[config.mk]
export PLATFORM = sky130hd
export DESIGN_NAME = acq_sequencer
export DESIGN_NICKNAME = d
export VERILOG_FILES = /design/src/rtl/acq_pkg.sv /design/src/rtl/acq_timing.sv /design/src/rtl/sar_engine.sv /design/src/rtl/acq_store.sv /design/src/rtl/acq_sequencer.sv
export SDC_FILE = /design/constraint.sdc
export NUM_CORES = 1
export LEC_CHECK = 0
export ABC_AREA = 1
export BUFFER_PORTS_ARGS = -buffer_cell sky130_fd_sc_hd__buf_2
export CAP_MARGIN = 20
export CORE_AREA = 2 2 87 89
export CTS_CLUSTER_DIAMETER = 30
export DETAILED_ROUTE_END_ITERATION = 16
export DIE_AREA = 0 0 89 91
export GPL_ROUTABILITY_DRIVEN = 0
export GPL_TIMING_DRIVEN = 0
export PLACE_DENSITY = 0.5
export SKIP_LAST_GASP = 1
export SLEW_MARGIN = 20
export SYNTH_ARGS = -nofsm -noshare
export SYNTH_HDL_FRONTEND = slang
export SYNTH_SLANG_ARGS = --single-unit
[constraint.sdc]
create_clock -name clk -period 3.8 [get_ports clk]
set_input_delay 0.19 -clock clk [delete_from_list [all_inputs] [get_ports clk]]
set_output_delay 0.19 -clock clk [all_outputs]
set_load 0.005 [all_outputs]
[src/rtl/acq_pkg.sv]
package acq_pkg;

    localparam int V_W_DEF    = 10;
    localparam int H_W_DEF    = 9;
    localparam int SLOT_W_DEF = 2;
    localparam int GAP_DEF    = 5;

    typedef enum logic [2:0] {
        ST_IDLE,
        ST_HOLD_V,
        ST_GAP,
        ST_HOLD_H,
        ST_CONV_V,
        ST_CONV_H,
        ST_WRITE
    } acq_state_e;

    typedef struct packed {
        logic hold_v;
        logic hold_h;
        logic conv_v;
        logic conv_h;
        logic commit;
    } phase_t;

    function automatic phase_t decode_phase(acq_state_e s);
        phase_t p;
        p.hold_v = (s == ST_HOLD_V);
        p.hold_h = (s == ST_HOLD_H);
        p.conv_v = (s == ST_CONV_V);
        p.conv_h = (s == ST_CONV_H);
        p.commit = (s == ST_WRITE);
        return p;
    endfunction

endpackage

[src/rtl/acq_timing.sv]
module acq_timing
    import acq_pkg::*;
#(
    parameter int HOLD_GAP = GAP_DEF
) (
    input  logic   clk,
    input  logic   rst,
    input  logic   start,
    input  logic   sar_last,
    output phase_t ph,
    output logic   take,
    output logic   busy
);
    localparam int CW = $clog2(HOLD_GAP + 1);
    localparam logic [CW-1:0] GAP_LOAD = CW'(HOLD_GAP - 2);

    acq_state_e        state;
    logic [CW-1:0]     gap_cnt;

    assign ph   = decode_phase(state);
    assign busy = (state != ST_IDLE);
    assign take = (state == ST_IDLE) && start;

    always_ff @(posedge clk) begin
        if (rst) begin
            state   <= ST_IDLE;
            gap_cnt <= '0;
        end else begin
            unique case (state)
                ST_IDLE:   if (start) state <= ST_HOLD_V;
                ST_HOLD_V: begin
                    state   <= ST_GAP;
                    gap_cnt <= GAP_LOAD;
                end
                ST_GAP: begin
                    if (gap_cnt == '0) state <= ST_HOLD_H;
                    else               gap_cnt <= gap_cnt - 1'b1;
                end
                ST_HOLD_H: state <= ST_CONV_V;
                ST_CONV_V: if (sar_last) state <= ST_CONV_H;
                ST_CONV_H: if (sar_last) state <= ST_WRITE;
                ST_WRITE:  state <= ST_IDLE;
                default:   state <= ST_IDLE;
            endcase
        end
    end

    AST_HOLD_V_PULSE: assert property (@(posedge clk) disable iff (rst)
        ph.hold_v |=> !ph.hold_v && busy);
    AST_BUSY_HOLDS: assert property (@(posedge clk) disable iff (rst)
        (busy && !ph.commit) |=> busy);
    AST_DONE_ENDS_BUSY: assert property (@(posedge clk) disable iff (rst)
        ph.commit |=> !busy);
    AST_START_IDLE: assert property (@(posedge clk) disable iff (rst)
        take |=> ph.hold_v);

endmodule

[src/rtl/sar_engine.sv]
module sar_engine #(
    parameter int W = 10
) (
    input  logic                  clk,
    input  logic                  rst,
    input  logic                  init,
    input  logic [$clog2(W)-1:0]  init_idx,
    input  logic                  cmp,
    output logic [W-1:0]          trial,
    output logic [W-1:0]          resolved,
    output logic                  last
);
    localparam int IW = $clog2(W);
    localparam logic [W-1:0] ONE = W'(1);

    logic [W-1:0]  acc;
    logic [IW-1:0] idx;
    logic          active;
    logic [W-1:0]  probe;

    assign probe    = active ? (ONE << idx) : '0;
    assign trial    = acc | probe;
    assign resolved = cmp ? trial : acc;
    assign last     = active && (idx == '0);

    always_ff @(posedge clk) begin
        if (rst) begin
            acc    <= '0;
            idx    <= '0;
            active <= 1'b0;
        end else if (init) begin
            acc    <= '0;
            idx    <= init_idx;
            active <= 1'b1;
        end else if (active) begin
            acc <= resolved;
            if (idx == '0) active <= 1'b0;
            else           idx    <= idx - 1'b1;
        end
    end

    AST_SAR_KEEP: assert property (@(posedge clk) disable iff (rst)
        (active && !last && !init && cmp) |=> ((acc & $past(trial)) == $past(trial)));
    AST_SAR_DROP: assert property (@(posedge clk) disable iff (rst)
        (active && !last && !init && !cmp) |=> ((acc & $past(probe)) == '0));

endmodule

[src/rtl/acq_store.sv]
module acq_store #(
    parameter int V_W    = 10,
    parameter int H_W    = 9,
    parameter int SLOT_W = 2
) (
    input  logic                   clk,
    input  logic                   rst,
    input  logic                   take,
    input  logic [SLOT_W-1:0]      slot_in,
    input  logic                   hold_h,
    input  logic                   unblank,
    input  logic                   v_done,
    input  logic                   h_done,
    input  logic                   commit,
    input  logic [V_W-1:0]         resolved,
    output logic [SLOT_W+H_W-1:0]  mem_addr,
    output logic [V_W-1:0]         mem_data,
    output logic                   mem_we,
    output logic [V_W-1:0]         host_v
);
    logic [SLOT_W-1:0] slot_q;
    logic [H_W-1:0]    hcode;
    logic [V_W-1:0]    vcode;
    logic              ub_q;

    assign mem_addr = {slot_q, hcode};
    assign mem_data = vcode;
    assign mem_we   = commit && ub_q;
    assign host_v   = vcode;

    always_ff @(posedge clk) begin
        if (rst) begin
            slot_q <= '0;
            hcode  <= '0;
            vcode  <= '0;
            ub_q   <= 1'b0;
        end else begin
            if (take)   slot_q <= slot_in;
            if (hold_h) ub_q   <= unblank;
            if (v_done) vcode  <= resolved;
            if (h_done) hcode  <= resolved[H_W-1:0];
        end
    end

    AST_HOST_STABLE: assert property (@(posedge clk) disable iff (rst)
        !v_done |=> $stable(host_v));
    AST_SLOT_STABLE: assert property (@(posedge clk) disable iff (rst)
        !take |=> $stable(slot_q));
    AST_WE_SINGLE: assert property (@(posedge clk) disable iff (rst)
        mem_we |=> !mem_we);

endmodule

[src/rtl/acq_sequencer.sv]
module acq_sequencer
    import acq_pkg::*;
#(
    parameter int V_W      = V_W_DEF,
    parameter int H_W      = H_W_DEF,
    parameter int SLOT_W   = SLOT_W_DEF,
    parameter int HOLD_GAP = GAP_DEF
) (
    input  logic                   clk,
    input  logic                   rst,
    input  logic                   start,
    input  logic [SLOT_W-1:0]      slot_sel,
    input  logic                   unblank,
    input  logic                   cmp_in,
    output logic                   hold_v,
    output logic                   hold_h,
    output logic                   mux_sel,
    output logic [V_W-1:0]         dac_code,
    output logic [SLOT_W+H_W-1:0]  mem_addr,
    output logic [V_W-1:0]         mem_data,
    output logic                   mem_we,
    output logic [V_W-1:0]         host_vsample,
    output logic                   busy,
    output logic                   done
);
    localparam int IW = $clog2(V_W);
    localparam logic [IW-1:0] V_MSB = IW'(V_W - 1);
    localparam logic [IW-1:0] H_MSB = IW'(H_W - 1);

    phase_t          ph;
    logic            take;
    logic            sar_last;
    logic            sar_init;
    logic [IW-1:0]   sar_idx;
    logic [V_W-1:0]  trial;
    logic [V_W-1:0]  resolved;

    acq_timing #(.HOLD_GAP(HOLD_GAP)) u_timing (
        .clk      (clk),
        .rst      (rst),
        .start    (start),
        .sar_last (sar_last),
        .ph       (ph),
        .take     (take),
        .busy     (busy)
    );

    assign sar_init = ph.hold_h || (ph.conv_v && sar_last);
    assign sar_idx  = ph.hold_h ? V_MSB : H_MSB;

    sar_engine #(.W(V_W)) u_sar (
        .clk      (clk),
        .rst      (rst),
        .init     (sar_init),
        .init_idx (sar_idx),
        .cmp      (cmp_in),
        .trial    (trial),
        .resolved (resolved),
        .last     (sar_last)
    );

    acq_store #(.V_W(V_W), .H_W(H_W), .SLOT_W(SLOT_W)) u_store (
        .clk      (clk),
        .rst      (rst),
        .take     (take),
        .slot_in  (slot_sel),
        .hold_h   (ph.hold_h),
        .unblank  (unblank),
        .v_done   (ph.conv_v && sar_last),
        .h_done   (ph.conv_h && sar_last),
        .commit   (ph.commit),
        .resolved (resolved),
        .mem_addr (mem_addr),
        .mem_data (mem_data),
        .mem_we   (mem_we),
        .host_v   (host_vsample)
    );

    assign hold_v   = ph.hold_v;
    assign hold_h   = ph.hold_h;
    assign mux_sel  = ph.conv_h;
    assign dac_code = trial;
    assign done     = ph.commit;

    AST_MUX_AFTER_HOLD: assert property (@(posedge clk) disable iff (rst)
        hold_h |=> (!mux_sel && busy));
    AST_WE_IN_DONE: assert property (@(posedge clk) disable iff (rst)
        mem_we |-> (done && busy));
    AST_STROBES_EXCL: assert property (@(posedge clk) disable iff (rst)
        $onehot0({hold_v, hold_h, done}));

endmodule

==> results of run 1 <==
-- layout by cell type, fill, tap and decap left out, drive strengths merged --
master / instances
xor2: 1
o21ai: 21
dfxtp: 43
buf: 68
ha: 7
a21oi: 28
nand3b: 1
nor3: 1
clkinvlp: 1
nand4: 4
clkbuf: 8
a31oi: 6
clkinv: 2
a21o: 6
inv: 30
o21bai: 3
or2: 2
nand2: 48
nor3b: 1
nor2: 35
nand3: 12
-- power breakdown --
group          leakage [nW]  switching, W  internal (W)
combinational         0.953      0.000224      0.000130
sequential            0.348     0.0000245      0.000493
clock                0.0443      0.000177      0.000132
-- state kept, by name (all words and copies together) (netlist names) --
name	cells
u_store.slot_q	2
u_timing.state	3
u_timing.gap_cnt	3
u_store.host_v	10
u_sar.active	1
u_store.ub_q	1
u_store.hcode	9
u_sar.acc	10
u_sar.idx	4
-- Yosys cell counts (3+ instances only) --
cell type  instances  area (sq um)
nor2_4             4          45.0
nor2_1            30           113
inv_1             23          86.3
a21o_1             6          45.0
o21ai_1           11          55.1
inv_2              5          18.8
buf_4             13          97.6
nand2_2            4          25.0
nand2_1           43           161
clkbuf_1           3          11.3
nand4_1            4          25.0
a31oi_1            6          37.5
a21oi_1           17          85.1
ha_1               7          87.6
dfxtp_1           43           861
o21ai_0           10          50.1
nand3_1           10          50.1
a21oi_2           11          96.3
-- area by class of cell --
type	instances	area [sq um]	share of cell area, %
Tap cell	99	124	4.81
Timing Repair Buffer	52	260	10.1
Multi-Input combinational cell	176	988	38.4
Sequential cell	43	861	33.4
Clock inverter	3	25.0	0.972
Clock buffer	5	68.8	2.67
Inverter	30	118	4.57
Buffer	19	130	5.05
-- critical path: cells and delay by family, from the launching register on --
| family | cells | cell delay, ns |
|---|---|---|
| buf+inv | 2 | 0.27 |
| fa+ha+maj | 1 | 0.28 |
| simple gates | 3 | 0.41 |
| flops | 1 | 0.41 |
-- metrics by stage --
stage / util, % / setup slack (ns)
finish: 36.1 / 1.94
global placement: 34.8 / 2.13
floorplan: - / 2.40
detailed placement: 34.8 / 2.13
global route: 36.1 / 1.83
CTS: 36.1 / 1.92
-- path summary, 6_finish.rpt --
| check | slack, ns | end | cells after the start | from |
|---|---|---|---|---|
| hold reg to reg | 0.45 | u_store.slot_q[1]$_SDFFE_PP0P_ | 2 | u_store.slot_q[1]$_SDFFE_PP0P_ |
| setup / recovery | 1.94 | dac_code[0] | 6 | u_sar.idx[0]$_SDFFE_PP0P_ |
| hold / removal | 0.13 | u_sar.idx[2]$_SDFFE_PP0P_ | 2 | rst |
| setup reg to reg | 2.13 | u_store.host_v[9]$_SDFFE_PP0P_ | 9 | u_sar.idx[0]$_SDFFE_PP0P_ |
-- cell families after synthesis --
family	share of synthesized area, %
DFF	41.1
AOI/OAI and AO/OA	18.9
and+or+nand+nor	23.7
xor gates and xnor gates	0.418
adders and majority gates	4.18
buffers and inverters	11.8
-- routing by layer --
layer | part of all wire (%) | track usage [%]
met1 | 47 | 17.8
met2 | 48 | 21.4
met3 | 3.6 | 2.64
met4 | 1.9 | 5.47
met5 | 0 | 0
==> results.md, run 1 <==
- Outcome: completed
- Crit path arrival time: 1.67 ns
- Final std cells w/o fill: 427
- Final-report hold violation count: 0
- DIE WIDTH: 89 um
- Setup TNS: 0 ns
- Num CTS Buffers: 5
- Asr flop ratio synth: 0%
- Pin count of the biggest net entering global routing: 16
- Setup violations, final: 0
- Fillers: 802
- Die Y: 91 um
- Slew HR: 66.4%
- Synth Instances: 268
- Deepest level of the CTS H-tree: 2
- Overall via count from detail_route: 1882
- Slowest cell on the critical path: dfxtp_1
- Hold slack final: 0.128 ns
- Worst hold path type: in -> reg
- Crit path launch type: flip-flop
- ANT cells: 0
- Sequential share of the synthesized area: 41.1%
- First-pass GRT wire length: 8580 um
- Routed length per instance: 12.2 um
- Slowest Stage Delay on Critical Path: 0.41 ns
- Max frequency: 537 MHz
- Clock Tree Root: clkbuf_8
- Average size of a mapped cell: 7.82 sq um
- Pins Over Slew Limit: 0
- Clk sink count: 43
- Primary FF master, synth: dfxtp_1
- Detail Route Antenna Nets: 0
- Pwr per Cell Area: 458 nW/um^2
- Crit. End Element: output port
- Leak Pwr: 1.35 nW
- Unique masters post-synth: 33
- Worst Max-Slew Pin Slew: 0.504 ns
- Vias per cell: 4.41
- Starting Density: 29.4%
- Synth Net Count: 282
- Clk_lat worst skew: 0.31 ns
- Die area: 8100 sq um
- CTS clk-pin slew, worst paths: 0.09 ns
- WP data required: 3.61 ns
- Post-CTS Setup Bufs: 0
- Post-CTS Resized: 0
- Yosys reg bits: 43
- Core area: 7140 sq um
- Initial antenna violation count: 0
- Vias in the first global route: 1700
- Final worst-path cycle share: 49.0%
- Worst VDD drop: 151 uV
- Cell area after synthesis: 2100 sq um
- Nets: 341
- RSZ-0062 raised after global routing: false
- Post-synth EDFFs: 0
- Placed Cells: 419
- FP Rows: 31
- DRT Pass-1 Iters: 5
- 1st-iter DRT viols: 36
- Maximum capacitance violations: 0
- Max Fanout on Critical Path: 6
- DRC: 0
- Cells along the critical path: inv_1, ha_1, nand2_2, nor2_4, or2_1, buf_2
- Design Area, Final: 2570 sq um
- Ys Warns: 0
- Maximum buffer depth of the clock tree: 2
- Min Tclk post-route: 1.86 ns
- CTS tree: built
- Final Total Pwr: 0.00118 W
- GRT Residual Overflow: 0
- HPWL after detailed placement: 3890 um
- Area growth from synthesis to layout: 22.8%
- Port Buffers: 52
- Gr usage total: 13.5%
- Critical path class: reg -> out
- CTS Hold Bufs: 0
- Top Ports: 54
- Drt total wl: 5210 um
- Area after DPL: 2480 sq um
- Fraction of layout cells with a size suffix above 1: 32.9%
- Clk_skew: 0.00586 ns
Power figures use the tool's default switching activity.
==> run 2, diff against run 1 <==
--- a/config.mk
+++ b/config.mk
@@ -5,16 +5,16 @@
 export SDC_FILE = /design/constraint.sdc
 export NUM_CORES = 1
 export LEC_CHECK = 0
-export ABC_AREA = 1
+export ABC_AREA = 0
 export BUFFER_PORTS_ARGS = -buffer_cell sky130_fd_sc_hd__buf_2
 export CAP_MARGIN = 20
-export CORE_AREA = 2 2 87 89
+export CORE_AREA = 2 2 84 86
 export CTS_CLUSTER_DIAMETER = 30
 export DETAILED_ROUTE_END_ITERATION = 16
-export DIE_AREA = 0 0 89 91
+export DIE_AREA = 0 0 86 88
 export GPL_ROUTABILITY_DRIVEN = 0
 export GPL_TIMING_DRIVEN = 0
-export PLACE_DENSITY = 0.5
+export PLACE_DENSITY = 0.52
 export SKIP_LAST_GASP = 1
 export SLEW_MARGIN = 20
 export SYNTH_ARGS = -nofsm -noshare
==> constraint.sdc (replaced) <==
create_clock -name clk -period 1.7 [get_ports clk]
set_input_delay 0.085 -clock clk [delete_from_list [all_inputs] [get_ports clk]]
set_output_delay 0.085 -clock clk [all_outputs]
set_load 0.005 [all_outputs]
==> run 2 against run 1 <==
  * Clock power up 120%
  * Routed wire length down 10%
  * Non-clock buffer count up 8
  * First-iteration DRC count is 64% higher
  * Total power grew 72%
  * Combinational power shrank 12%
  * Highest routed layer unchanged
==> results.md, run 2 <==
- Worst VDD drop: 403 uV (was 151 uV)
- Maximum capacitance violations: 0 (unchanged)
- FP Rows: 30 (was 31)
- Core area: 6640 sq um (was 7140 sq um)
- Setup WS post-layout: 0.0733 ns (was 1.94 ns)
- FF-to-FF path depth: 6 (was 9)
- Layout Utilization: 37.4% (was 36.1%)
- Setup violations, final: 0 (unchanged)
- Crit. End Element: flip-flop (was output port)
- Yosys reg bits: 43 (unchanged)
- Routed length per instance: 13.1 um (was 12.2 um)
- Worst Max-Slew Pin Slew: 0.567 ns (was 0.504 ns)
- Primary FF master, synth: dfxtp_1 (unchanged)
- Placed Cells: 345 (was 419)
- Slew HR: 62.2% (was 66.4%)
- Clk_lat worst skew: 0.29 ns (was 0.31 ns)
- Unique masters post-synth: 41 (was 33)
- Worst hold path type: in -> reg (unchanged)
- Critical path class: reg -> reg (was reg -> out)
- Pwr per Cell Area: 818 nW/um^2 (was 458 nW/um^2)
- Leak Pwr: 1.14 nW (was 1.35 nW)
- Max Fanout on Critical Path: 5 (was 6)
- Top cells by area, synth: dfxtp_1 (45%), a211oi_1 (8.2%), nor2_1 (7.6%) (was dfxtp_1 (41%), nand2_1 (7.7%), nor2_1 (5.4%))
- Top Ports: 54 (unchanged)
- ANT cells: 0 (unchanged)
- Die area: 7570 sq um (was 8100 sq um)
- DR top layer: met4 (unchanged)
- Clock Tree Root: clkbuf_8 (unchanged)
- Starting Density: 29.1% (was 29.4%)
- Post-synth top area cell: dfxtp_1 (unchanged)
- Register area: 871 sq um (was 861 sq um)
- Port Buffers: 52 (unchanged)
- Fraction of layout cells with a size suffix above 1: 37.3% (was 32.9%)
- Gr usage total: 12.4% (was 13.5%)
- Average size of a mapped cell: 9.07 sq um (was 7.82 sq um)
- Ys Warns: 0 (unchanged)
- Commonest non-fill, non-tap cell in the layout: buf_2 (unchanged)
- Area of the multi-input gates: 941 sq um (was 988 sq um)
- Outcome: completed (unchanged)
- Pins Over Slew Limit: 0 (unchanged)
- Area growth from synthesis to layout: 28.8% (was 22.8%)
- Drt total wl: 4670 um (was 5210 um)
- Final Total Pwr: 0.00203 W (was 0.00118 W)
- Num CTS Buffers: 5 (unchanged)
- Overall via count from detail_route: 1670 (was 1882)
- Commonest cells in the netlist: dfxtp_1 (43), nor2_1 (39), a211oi_1 (21) (was dfxtp_1 (43), nand2_1 (43), nor2_1 (30))
- DRT Pass-1 Iters: 4 (was 5)
- Detail Route Antenna Nets: 0 (unchanged)
- Max frequency: 615 MHz
- Synth Instances: 213 (was 268)
- Synth Net Count: 227 (was 282)
- Most numerous cell in the Yosys netlist: dfxtp_1
- Metal2 WL: 2230 um (was 2490 um)
- Die Y: 88 um (was 91 um)
- Final std cells w/o fill: 356 (was 427)
- Deepest level of the CTS H-tree: 2 (unchanged)
- Final-report hold violation count: 0 (unchanged)
- WP data required: 1.92 ns (was 3.61 ns)
- Synth top area share: 44.6% (was 41.1%)
- DRC: 0 (unchanged)
- Worst Hold Depth: 3 (was 2)
- Min Tclk post-route: 1.63 ns
- Design Area, Final: 2490 sq um (was 2570 sq um)
- DIE WIDTH: 86 um (was 89 um)
- Nets: 289 (was 341)
- CTS clk-pin slew, worst paths: 0.08 ns (was 0.09 ns)
- HPWL after detailed placement: 3420 um (was 3890 um)
- Pin count of the biggest net entering global routing: 16 (unchanged)
- Final worst-path cycle share: 95.7%
- Initial antenna violation count: 0 (unchanged)
- M1 wire length: 2160 um (was 2430 um)
- Worst slack at placement: -0.247 ns (was 2.13 ns)
- Post-synth EDFFs: 0 (unchanged)
- Clk_skew: 0.00768 ns (was 0.00586 ns)
- Most frequent cells in the layout: buf_2 (53), nor2_1 (39), dfxtp_1 (39), a211oi_1 (21), buf_4 (18) (was buf_2 (54), nand2_1 (43), dfxtp_1 (43), nor2_1 (30), inv_1 (23))
- Vias per cell: 4.69 (was 4.41)
- Maximum buffer depth of the clock tree: 2 (unchanged)
- 1st-iter DRT viols: 59 (was 36)
- CTS tree: built (unchanged)
- Asr flop ratio synth: 0% (unchanged)
- Sequential share of the synthesized area: 44.6% (was 41.1%)
- Crit path arrival time: 1.85 ns (was 1.67 ns)
- Vias in the first global route: 1522 (was 1700)
- Cell area after synthesis: 1930 sq um (was 2100 sq um)
- First-pass GRT wire length: 7290 um (was 8580 um)
- Fillers: 702 (was 802)
- Area after DPL: 2290 sq um (was 2480 sq um)
- RSZ-0062 raised after global routing: true (was false)
- Crit path launch type: flip-flop (unchanged)
- GRT Residual Overflow: 0 (unchanged)
- Routed wl met3: 245 um (was 187 um)
- Clk sink count: 43 (unchanged)
==> run 2: cell count changes after synthesis, sizes merged, moves of 3 or more <==
cell / delta
nand2: -42
a211oi: +21
inv: -21
o21ai: -20
a21oi: -15
nand3: -12
a31oi: -5
clkbuf: +4
nand4: -4
nor2: +4
nor3b: +4
and2: +3
mux2i: +3
==> run 2: layout make-up <==
class	instances	area share, %
Buffer	22	5.99
Clock buffer	5	2.77
Clock inverter	3	0.956
Inverter	9	1.46
Multi-Input combinational cell	137	37.8
Sequential cell	43	35.0
Tap cell	80	4.02
Timing Repair Buffer	57	12.0
==> run 2: metrics by stage <==
stage / TNS (ns) / hold slack (ns)
2_1_floorplan: 0 / 0.221
3_3_place_gp: -3.06 / 0.319
3_5_place_dp: -3.95 / 0.329
4_1_cts: -0.0105 / 0.00732
5_1_grt: -0.0210 / 0.0382
6_report: 0 / 0.0223
==> run 2: worst paths after layout <==
path	from	end	slack, ns
max	u_sar.idx[1]$_SDFFE_PP0P_	u_sar.idx[2]$_SDFFE_PP0P_	0.07
min	slot_sel[0]	u_store.slot_q[0]$_SDFFE_PP0P_	0.02
max reg2reg	u_sar.idx[1]$_SDFFE_PP0P_	u_sar.idx[2]$_SDFFE_PP0P_	0.07
min reg2reg	u_timing.gap_cnt[0]$_SDFFE_PP0P_	u_timing.gap_cnt[0]$_SDFFE_PP0P_	0.44
==> run 2: where the power goes <==
part / switching [W] / internal (W)
Clock: 0.000372 / 0.000294
Sequential: 0.0000185 / 0.00104
Combinational: 0.000168 / 0.000144
Total: 0.000559 / 0.00148
==> run 2: metal layers <==
metal	track usage [%]	up-vias
met1	15.7	771
met4	4.18	0
met5	0	-
met2	20.6	45
met3	3.02	2
li1	-	852
==> run 2: logic make-up (layout without fill, tap and decap cells) <==
group	after synthesis	in the layout	synth area share, %
AO/OA/AOI/OAI	54	54	19.7
multiplexers	3	3	1.55
flip-flops	43	43	44.6
buffers and inverters	33	96	9.39
AND/OR/NAND/NOR	71	71	19.4
XOR/XNOR	2	2	0.907
adder cells (fa/ha/maj)	7	7	4.53
==> run 2: repair_timing <==
item / 4_1_cts / 5_1_grt
hold endpoints to repair: 0 / 0
pin swaps: 0 / 3
cloned: 0 / 0
setup buffers: 0 / 5
resized for setup: 12 / 13
hold buffers: 0 / 0
setup endpoints to repair: 39 / 30
==> run 2: worst max-delay path, cell delays in order (launching register included) <==
cell and delay, ns:
dfxtp_4 0.36, inv_2 0.06, ha_4 0.17, and4bb_4 0.21
and2_4 0.16, or4_1 0.46, a21oi_1 0.14
